### src/rtl/wkb_pkg.sv
package wkb_pkg;
   localparam int unsigned DATA_W      = 32;
   localparam int unsigned MAX_CHAN    = 8;
   localparam int unsigned MAX_PERIP   = 8;
   localparam int unsigned CHAN_IDX_W  = 3;
   localparam int unsigned FWD_LSB     = 8;
   localparam int unsigned WAKE_OFS    = 16;
   localparam int unsigned CFG_STRIDE  = 8;

   localparam logic [11:0] OFS_PEND    = 12'h310;
   localparam logic [11:0] OFS_ENA     = 12'h314;
   localparam logic [11:0] OFS_ACK     = 12'h318;
   localparam logic [11:0] OFS_ROUTE   = 12'h31C;
   localparam logic [11:0] OFS_CFG     = 12'h330;

   function automatic logic [DATA_W-1:0] chan_bits(input int unsigned n);
      logic [DATA_W-1:0] m;
      m = '0;
      for (int unsigned i = 0; i < MAX_CHAN; i++)
         if (i < n) m[i] = 1'b1;
      return m;
   endfunction

   function automatic logic [DATA_W-1:0] route_bits(input int unsigned nc,
                                                    input int unsigned np);
      logic [DATA_W-1:0] m;
      m = '0;
      for (int unsigned i = 0; i < MAX_PERIP; i++)
         if (i < np) begin
            m[i]            = 1'b1;
            m[WAKE_OFS + i] = 1'b1;
         end
      for (int unsigned i = 0; i < MAX_CHAN; i++)
         if (i < nc) begin
            m[FWD_LSB + i]            = 1'b1;
            m[WAKE_OFS + FWD_LSB + i] = 1'b1;
         end
      return m;
   endfunction
endpackage

### src/rtl/wkb_pending.sv
module wkb_pending #(
   parameter int unsigned NUM_CHAN = 8
) (
   input  logic                clk,
   input  logic                rst_n,
   input  logic [NUM_CHAN-1:0] evt,
   input  logic                ack_we,
   input  logic [NUM_CHAN-1:0] ack_bits,
   output logic [NUM_CHAN-1:0] pend
);
   for (genvar g = 0; g < NUM_CHAN; g++) begin : g_chan
      logic bit_q;
      always_ff @(posedge clk) begin
         if (!rst_n)
            bit_q <= 1'b0;
         else if (evt[g])
            bit_q <= 1'b1;
         else if (ack_we && ack_bits[g])
            bit_q <= 1'b0;
      end
      assign pend[g] = bit_q;


      evt_wins_chk: assert property (@(posedge clk) disable iff (!rst_n)
         evt[g] |=> pend[g]);

      ack_clears_chk: assert property (@(posedge clk) disable iff (!rst_n)
         (ack_we && ack_bits[g] && !evt[g]) |=> !pend[g]);

      pend_hold_chk: assert property (@(posedge clk) disable iff (!rst_n)
         (!evt[g] && !(ack_we && ack_bits[g])) |=> $stable(pend[g]));
   end
endmodule

### src/rtl/wkb_ctrl_regs.sv
module wkb_ctrl_regs
   import wkb_pkg::*;
#(
   parameter int unsigned NUM_CHAN  = 8,
   parameter int unsigned NUM_PERIP = 3
) (
   input  logic                clk,
   input  logic                rst_n,
   input  logic                ena_we,
   input  logic                route_we,
   input  logic [DATA_W-1:0]   wdata,
   output logic [NUM_CHAN-1:0] ena,
   output logic [DATA_W-1:0]   route
);
   localparam logic [DATA_W-1:0] ROUTE_MASK = route_bits(NUM_CHAN, NUM_PERIP);

   logic [NUM_CHAN-1:0] ena_q;
   logic [DATA_W-1:0]   route_q;

   always_ff @(posedge clk) begin
      if (!rst_n) begin
         ena_q   <= '0;
         route_q <= '0;
      end else begin
         if (ena_we)   ena_q   <= wdata[NUM_CHAN-1:0];
         if (route_we) route_q <= wdata & ROUTE_MASK;
      end
   end

   assign ena   = ena_q;
   assign route = route_q;


   ena_write_chk: assert property (@(posedge clk) disable iff (!rst_n)
      ena_we |=> (ena == $past(wdata[NUM_CHAN-1:0])));

   route_keep_chk: assert property (@(posedge clk) disable iff (!rst_n)
      !route_we |=> $stable(route));
endmodule

### src/rtl/wkb_combine.sv
module wkb_combine
   import wkb_pkg::*;
#(
   parameter int unsigned NUM_CHAN  = 8,
   parameter int unsigned NUM_PERIP = 3
) (
   input  logic [NUM_CHAN-1:0]  pend,
   input  logic [NUM_CHAN-1:0]  ena,
   input  logic [DATA_W-1:0]    route,
   input  logic [NUM_PERIP-1:0] perip_in,
   output logic [NUM_PERIP-1:0] perip_out,
   output logic                 wake_irq,
   output logic                 wake_req
);
   logic [NUM_CHAN-1:0]  chan_fwd;
   logic [NUM_CHAN-1:0]  chan_wake;
   logic [NUM_PERIP-1:0] perip_wake;

   for (genvar c = 0; c < NUM_CHAN; c++) begin : g_chan
      assign chan_fwd[c]  = pend[c] & ena[c] & route[FWD_LSB + c];
      assign chan_wake[c] = pend[c] & route[WAKE_OFS + FWD_LSB + c];
   end

   for (genvar p = 0; p < NUM_PERIP; p++) begin : g_perip
      assign perip_out[p]  = perip_in[p] & route[p];
      assign perip_wake[p] = perip_in[p] & route[WAKE_OFS + p];
   end

   assign wake_irq = |chan_fwd;
   assign wake_req = (|chan_wake) | (|perip_wake);
endmodule

### src/rtl/wkb_regif.sv
module wkb_regif
   import wkb_pkg::*;
#(
   parameter int unsigned NUM_CHAN = 8,
   parameter int unsigned ADDR_W   = 12,
   parameter bit          RD_REG   = 1'b1
) (
   input  logic                  clk,
   input  logic                  rst_n,
   input  logic                  reg_en,
   input  logic                  reg_wr,
   input  logic [ADDR_W-1:0]     reg_addr,
   input  logic [NUM_CHAN-1:0]   pend,
   input  logic [NUM_CHAN-1:0]   ena,
   input  logic [DATA_W-1:0]     route,
   input  logic [DATA_W-1:0]     cfg_rdata,
   output logic                  ena_we,
   output logic                  route_we,
   output logic                  ack_we,
   output logic                  cfg_hit,
   output logic [CHAN_IDX_W-1:0] cfg_chan,
   output logic [DATA_W-1:0]     reg_rdata
);
   localparam logic [ADDR_W-1:0] A_PEND  = ADDR_W'(OFS_PEND);
   localparam logic [ADDR_W-1:0] A_ENA   = ADDR_W'(OFS_ENA);
   localparam logic [ADDR_W-1:0] A_ACK   = ADDR_W'(OFS_ACK);
   localparam logic [ADDR_W-1:0] A_ROUTE = ADDR_W'(OFS_ROUTE);
   localparam logic [ADDR_W-1:0] A_CFG   = ADDR_W'(OFS_CFG);
   localparam int unsigned       STR_SH  = $clog2(CFG_STRIDE);

   logic [ADDR_W-1:0] cfg_off;
   logic              in_window;
   logic              wr_acc, rd_acc;
   logic [DATA_W-1:0] rd_next;

   assign wr_acc  = reg_en &  reg_wr;
   assign rd_acc  = reg_en & ~reg_wr;
   assign cfg_off = reg_addr - A_CFG;

   assign in_window = (reg_addr >= A_CFG)
                   && (cfg_off[STR_SH-1:0] == '0)
                   && ((cfg_off >> STR_SH) < ADDR_W'(NUM_CHAN));

   assign cfg_hit  = reg_en & in_window;
   assign cfg_chan = cfg_off[STR_SH +: CHAN_IDX_W];

   assign ena_we   = wr_acc && (reg_addr == A_ENA);
   assign route_we = wr_acc && (reg_addr == A_ROUTE);
   assign ack_we   = wr_acc && (reg_addr == A_ACK);

   always_comb begin
      rd_next = '0;
      if (in_window)
         rd_next = cfg_rdata;
      else if (reg_addr == A_PEND)
         rd_next[NUM_CHAN-1:0] = pend;
      else if (reg_addr == A_ENA)
         rd_next[NUM_CHAN-1:0] = ena;
      else if (reg_addr == A_ROUTE)
         rd_next = route;
   end

   if (RD_REG) begin : g_rd_reg
      logic [DATA_W-1:0] rdata_q;
      always_ff @(posedge clk) begin
         if (!rst_n)
            rdata_q <= '0;
         else if (rd_acc)
            rdata_q <= rd_next;
      end
      assign reg_rdata = rdata_q;


      ack_reads_zero_chk: assert property (@(posedge clk) disable iff (!rst_n)
         (rd_acc && reg_addr == A_ACK) |=> (reg_rdata == '0));

      rdata_hold_chk: assert property (@(posedge clk) disable iff (!rst_n)
         !rd_acc |=> $stable(reg_rdata));
   end else begin : g_rd_comb
      assign reg_rdata = rd_next;
   end


   cfg_excl_chk: assert property (@(posedge clk) disable iff (!rst_n)
      cfg_hit |-> !(ena_we || route_we || ack_we));
endmodule

### src/rtl/wake_irq_bank.sv
module wake_irq_bank
   import wkb_pkg::*;
#(
   parameter int unsigned NUM_CHAN  = 8,
   parameter int unsigned NUM_PERIP = 3,
   parameter int unsigned ADDR_W    = 12,
   parameter bit          RD_REG    = 1'b1
) (
   input  logic                  clk,
   input  logic                  rst_n,
   input  logic                  reg_en,
   input  logic                  reg_wr,
   input  logic [ADDR_W-1:0]     reg_addr,
   input  logic [DATA_W-1:0]     reg_wdata,
   output logic [DATA_W-1:0]     reg_rdata,
   input  logic [DATA_W-1:0]     cfg_rdata,
   output logic                  cfg_hit,
   output logic [CHAN_IDX_W-1:0] cfg_chan,
   input  logic [NUM_CHAN-1:0]   chan_event,
   input  logic [NUM_PERIP-1:0]  perip_irq_in,
   output logic [NUM_PERIP-1:0]  perip_irq_out,
   output logic                  wake_irq,
   output logic                  wake_req
);
   if (NUM_CHAN < 1 || NUM_CHAN > MAX_CHAN) begin : g_bad_chan
      $error("NUM_CHAN must lie in 1..8");
   end
   if (NUM_PERIP < 1 || NUM_PERIP > MAX_PERIP) begin : g_bad_perip
      $error("NUM_PERIP must lie in 1..8");
   end
   if (ADDR_W < 10) begin : g_bad_addr
      $error("ADDR_W must be at least 10");
   end

   logic [NUM_CHAN-1:0] pend, ena;
   logic [DATA_W-1:0]   route;
   logic                ena_we, route_we, ack_we;

   wkb_regif #(.NUM_CHAN(NUM_CHAN), .ADDR_W(ADDR_W), .RD_REG(RD_REG)) u_regif (
      .clk(clk), .rst_n(rst_n), .reg_en(reg_en), .reg_wr(reg_wr),
      .reg_addr(reg_addr), .pend(pend), .ena(ena), .route(route),
      .cfg_rdata(cfg_rdata), .ena_we(ena_we), .route_we(route_we),
      .ack_we(ack_we), .cfg_hit(cfg_hit), .cfg_chan(cfg_chan),
      .reg_rdata(reg_rdata)
   );

   wkb_pending #(.NUM_CHAN(NUM_CHAN)) u_pending (
      .clk(clk), .rst_n(rst_n), .evt(chan_event), .ack_we(ack_we),
      .ack_bits(reg_wdata[NUM_CHAN-1:0]), .pend(pend)
   );

   wkb_ctrl_regs #(.NUM_CHAN(NUM_CHAN), .NUM_PERIP(NUM_PERIP)) u_ctrl (
      .clk(clk), .rst_n(rst_n), .ena_we(ena_we), .route_we(route_we),
      .wdata(reg_wdata), .ena(ena), .route(route)
   );

   wkb_combine #(.NUM_CHAN(NUM_CHAN), .NUM_PERIP(NUM_PERIP)) u_combine (
      .pend(pend), .ena(ena), .route(route), .perip_in(perip_irq_in),
      .perip_out(perip_irq_out), .wake_irq(wake_irq), .wake_req(wake_req)
   );


   irq_needs_pend_chk: assert property (@(posedge clk) disable iff (!rst_n)
      wake_irq |-> (pend != '0) && (ena != '0));

   wake_needs_route_chk: assert property (@(posedge clk) disable iff (!rst_n)
      wake_req |-> (route[DATA_W-1:WAKE_OFS] != '0));

   perip_gate_chk: assert property (@(posedge clk) disable iff (!rst_n)
      (route[NUM_PERIP-1:0] == '0) |-> (perip_irq_out == '0));
endmodule

### config.mk
export PLATFORM = sky130hd
export DESIGN_NAME = wake_irq_bank
export DESIGN_NICKNAME = d
export VERILOG_FILES = /design/src/rtl/wkb_pkg.sv /design/src/rtl/wkb_pending.sv /design/src/rtl/wkb_ctrl_regs.sv /design/src/rtl/wkb_combine.sv /design/src/rtl/wkb_regif.sv /design/src/rtl/wake_irq_bank.sv
export SDC_FILE = /design/constraint.sdc
export NUM_CORES = 1
export LEC_CHECK = 0
export BUFFER_PORTS_ARGS = -buffer_cell sky130_fd_sc_hd__buf_2
export CORE_ASPECT_RATIO = 0.9
export CORE_MARGIN = 2
export CORE_UTILIZATION = 45
export DETAILED_ROUTE_END_ITERATION = 16
export PLACE_DENSITY = 0.79
export SLEW_MARGIN = 20
export SYNTH_ARGS = -nofsm -noshare
export SYNTH_HDL_FRONTEND = slang
export SYNTH_SLANG_ARGS = --single-unit
### constraint.sdc
create_clock -name clk -period 2.35 [get_ports clk]
set_clock_uncertainty 0.1 [all_clocks]
set_input_delay 0.47 -clock clk [delete_from_list [all_inputs] [get_ports clk]]
set_output_delay 0.47 -clock clk [all_outputs]
set_load 0.05 [all_outputs]
Word-level counts from Yosys, hierarchy flattened --
Cells that the tools add are included.
Word-level totals: register bits 70, bits in latches 0, memory bits (writable) 0, ROM bits 0, logic and storage cells 100, memories kept 0
Cells by class: add/sub/neg operators 1, multiply operators 0, divide/modulo/power cells 0, order comparisons 2, eq/ne operators 4, shift-type cells 0, mux-type cells 22, bitwise logic cells 35, reduce and logical (&&, ||, !) cells 25
Operators with widths (count):
- 32-bit two-way mux | 2
- 12-bit by 10-bit equality test with 1-bit output, second input constant | 4
- 24-bit two-way mux | 2
- 1-bit AND | 33
- 1-bit two-way mux | 16
- 8-bit two-way mux | 2
- 2-bit nonzero test | 8
- 8-bit OR reduction | 2
- 1-bit logical AND | 13
- 12-bit by 10-bit >= comparator with 1-bit output, second input constant | 1
- 12-bit by 10-bit subtractor with 12-bit output, second input constant | 1
- 9-bit by 4-bit < comparator with 1-bit output, second input constant | 1
- 3-bit logical NOT | 1
- 3-bit OR reduction | 1
- 1-bit NOT | 1
- 1-bit bitwise OR | 1

Longest topological paths before layout --
depth in word-level cells 5, mapped depth 8

Cells and area by module --
Synthesis repeated with hierarchy kept, for this count alone.
Unflattened totals: cell total of the unflattened synthesis 395, area total of the unflattened synthesis 3555.9 sq um
Modules (own cells, without submodules):
- wkb_regif | times used 1, cells each 226, area an instance 1838.0 sq um, seq. area each 640.6 sq um
- wkb_ctrl_regs | times used 1, cells each 108, area an instance 1237.4 sq um, seq. area each 600.6 sq um
- wkb_pending | times used 1, cells each 41, area an instance 345.3 sq um, seq. area each 160.2 sq um
- wkb_combine | times used 1, cells each 20, area an instance 135.1 sq um, seq. area each 0.0 sq um

Least setup slack after synthesis --
OpenSTA, ideal clock, no wires.
kind in2out, start input port reg_addr[11], end output port cfg_hit, arrival time 2.097 ns, setup slack -0.317 ns, stages on the path 7, path buffers 3, cell sequence and4bb_1 -> buf_2 -> and3_1 -> buf_2 -> buf_2 -> o21ai_1 -> nor2_1
On the way: word-level cells in the longest chain between the ends 4, elaborated cells between the ends (all ways) 6, those cells by class add/sub (1); order compare (2); bitwise (1); reduce/logical (2)
RTL lines:
- start: declaration | line wake_irq_bank.sv:13 | input logic [ADDR_W-1:0] reg_addr,
- 12-bit by 10-bit subtractor with 12-bit output or 12-bit by 10-bit >= comparator with 1-bit output (tied branches) | line wkb_regif.sv:38, wkb_regif.sv:40
- 9-bit by 4-bit < comparator with 1-bit output or 1-bit logical AND (tied branches) | line wkb_regif.sv:42, wkb_regif.sv:41
- 1-bit logical AND * | line wkb_regif.sv:42 | && ((cfg_off >> STR_SH) < ADDR_W'(NUM_CHAN));
- 1-bit AND * | line wkb_regif.sv:44 | assign cfg_hit = reg_en & in_window;
- end: declaration | line wake_irq_bank.sv:17 | output logic cfg_hit,
Every way passes the cells marked *; elsewhere a longest branch is shown, timed or not.

Worst setup path after layout --
start input port reg_addr[5], end output port cfg_hit
The elaborated chain is that of the path after synthesis.

==> results.toml <==
[outcome]
status = "finished, final reports clean"

[synthesis]
ys_seq_area_frac = 0.405
ys.warnings.count = 0
yosysUniqueCellTypes = 46
yosys_most_used_dff = "dfxtp_1"
synthCells = 401
postSynthAreaPerCell_um2 = 8.63
synth_area_um2 = 3460
async_flop_share = 0
syn_nets = 494
synth-edff-count = 0
synth-seq-cells = 70

[sta]
clock.fmax_mhz = 447
setup_tns_ns = 0
slew-limit-headroom = 0.717
rsz0062_at_grt = "false"
worst_pin_slew_ns = 0.422
slew_violations = 0
timing.hold.ws_ns = 0.252
setup_slack_ns = 0.113
hold_viol = 0
setup_viol = 0
fin_crit_ns = 2.24
fin_crit_sh = 0.952

[placement]
place.gp.congestion = 0.840
hpwl_um = 7580
place_ws_ns = 0.114
io_buffers = 126

[power_and_ir_drop]
pwr_density_cell_nw_per_um2 = 607
p_leak_nw = 1.93
peakVddDrop_mv = 0.333

[detailed_routing]
routed_via_density = 5.67
antenna_left = 0
dr_wl_met3_um = 825
topRoutingLayerUsed = "met4"
drt_iter0_drc = 186
drtPass1Iterations = 5
drc = 0
wl_met2_um = 4740
routedWlPerCell_um = 16.4
met1_length_um = 4500
via_count = 3539
routed_wl_um = 10200

[global_route]
grt_pass1_vias = 3349
antenna_found_initial = 0
grt-ovfl-total = 0
grt_start_max_net_pins = 34
grt_pass1_wl_um = 15900
grt_usage = 0.248

[clock_tree]
cts_tree = "yes"
cts_buffers = 9
cts-root-buf = "clkbuf_8"
cts_max_level = 3
clock_latency_ns = 0.33
clk_path_buf_depth = 2
cts_sinks = 70
clkTransAtPathRegs_ns = 0.08

[finish]
layout_commonest_cell = "buf_2"
syn_to_final_growth_pct = 27.4
mostFrequentLayoutCells = "125 x buf_2, 70 x dfxtp_1, 57 x nand2_1"
diodes = 0
n_fill_cell = 680
layout-drive-gt1-share = 0.335
fin_nets = 617

[floorplanning]
initial_core_util = 0.461
fp.coreArea_um2 = 7510
design.die.area_um2 = 8410
die_w_um = 96.5
die_y_um = 87.2
io_pins = 132
std_cell_rows = 30

[critical_path]
critPathKind = "in2out"
cp_slowest_cell = "o21ai_1"
cpPeakStageDelay_ns = 0.30
crit_chain = "buf_2, ha_1, nor2b_1, and2_1, o21ai_1, nor2_4, clkbuf_4"
start_kind = "input port"
crit_fanout = 5
reg2regPathDepth = 4
cp-end-kind = "primary output"
cp.required_ns = 1.78
arrival_ns = 1.67

[job]
maxCapViolCount = 0

[worst_hold_path]
holdPathStages = 2
hold_class = "in2reg"
-- critical path, delay by kind of cell --
kind            cells  cell delay (ns)
fa+ha+maj           1             0.22
compound gates      1             0.30
simple gates        3             0.34
buf+inv             2             0.34
-- final timing paths --
| path | start | end | slack [ns] |
|---|---|---|---|
| hold reg to reg | u_regif.reg_rdata[20] | u_regif.reg_rdata[20] | 0.35 |
| hold / removal | reg_wdata[4] | u_pending.g_chan[4].bit_q | 0.25 |
| setup reg to reg | u_ctrl.route[1] | u_regif.reg_rdata[1] | 1.04 |
| setup / recovery | reg_addr[5] | cfg_hit | 0.11 |
-- routing by layer --
| metal | track usage | vias to the layer above |
|---|---|---|
| li1 | - | 1714 |
| met5 | 0 | - |
| met3 | 0.0511 | 17 |
| met2 | 0.402 | 170 |
| met1 | 0.328 | 1638 |
| met4 | 0.0858 | 0 |
-- synth_stat cells (all sizes together), types with 2 or more instances --
cell type | number | area, um^2
buf | 19 | 125
a211oi | 5 | 37.5
ha | 2 | 25.0
a31oi | 9 | 56.3
and4 | 2 | 17.5
nand4 | 4 | 31.3
nor2 | 3 | 11.3
o21ai | 28 | 140
a21oi | 42 | 248
inv | 15 | 56.3
dfxtp | 70 | 1400
a21boi | 28 | 214
o211ai | 27 | 203
nor2b | 9 | 56.3
nand2 | 57 | 214
clkbuf | 13 | 48.8
nand3 | 6 | 30.0
mux2 | 3 | 33.8
a22o | 4 | 35.0
nand2b | 2 | 12.5
and3 | 6 | 37.5
and2 | 5 | 31.3
and4bb | 2 | 25.0
o2111ai | 10 | 87.6
a22oi | 5 | 37.5
mux2i | 13 | 130
nor3b | 2 | 15.0
-- final cells by class --
cell class | instances | area (um^2) | share of cell area
Clock buffer | 12 | 155 | 0.0352
Clock inverter | 3 | 67.6 | 0.0153
Inverter | 16 | 60.1 | 0.0136
Multi-Input combinational cell | 283 | 1840 | 0.417
Sequential cell | 70 | 1400 | 0.318
Tap cell | 96 | 120 | 0.0272
Timing Repair Buffer | 144 | 768 | 0.174
-- what timing repair did --
action,4_1_cts,5_1_grt
endpoints found under the hold margin,0,0
gates resized for setup,0,1
hold buffers,0,0
buffers inserted,0,0
endpoints found under the setup margin,0,1
-- metrics by stage --
step	util	cells	area, um^2	power (mW)
6_report	0.588	624	4410	2.68
5_1_grt	0.588	624	4410	2.77
4_1_cts	0.587	624	4410	2.68
3_5_place_dp	0.558	609	4190	1.60
3_3_place_gp	0.558	609	4190	1.60
2_1_floorplan	-	401	3470	1.45
-- where the power goes --
part | switching [mW] | internal (mW) | total (mW)
Combinational | 0.217 | 0.124 | 0.341
Sequential | 0.0231 | 1.21 | 1.24
Clock | 0.447 | 0.651 | 1.10
-- cell families (layout without fill, tap and decap cells) --
kind of cell               Yosys count  in the layout  synth area share
buffers and inverters               48            175            0.0676
adders and majority gates            2              2           0.00723
and+or+nand+nor                    103            103             0.157
DFF                                 70             70             0.405
AOI/OAI and AO/OA                  162            162             0.316
muxes                               16             16            0.0473
-- flip-flops by register name, summed over array words and instances (netlist names) --
name	cells
u_ctrl.ena	8
u_ctrl.route	22
u_pending.g_chan.bit_q	8
u_regif.reg_rdata	32
Note: power is estimated with default switching activity, not from simulation.
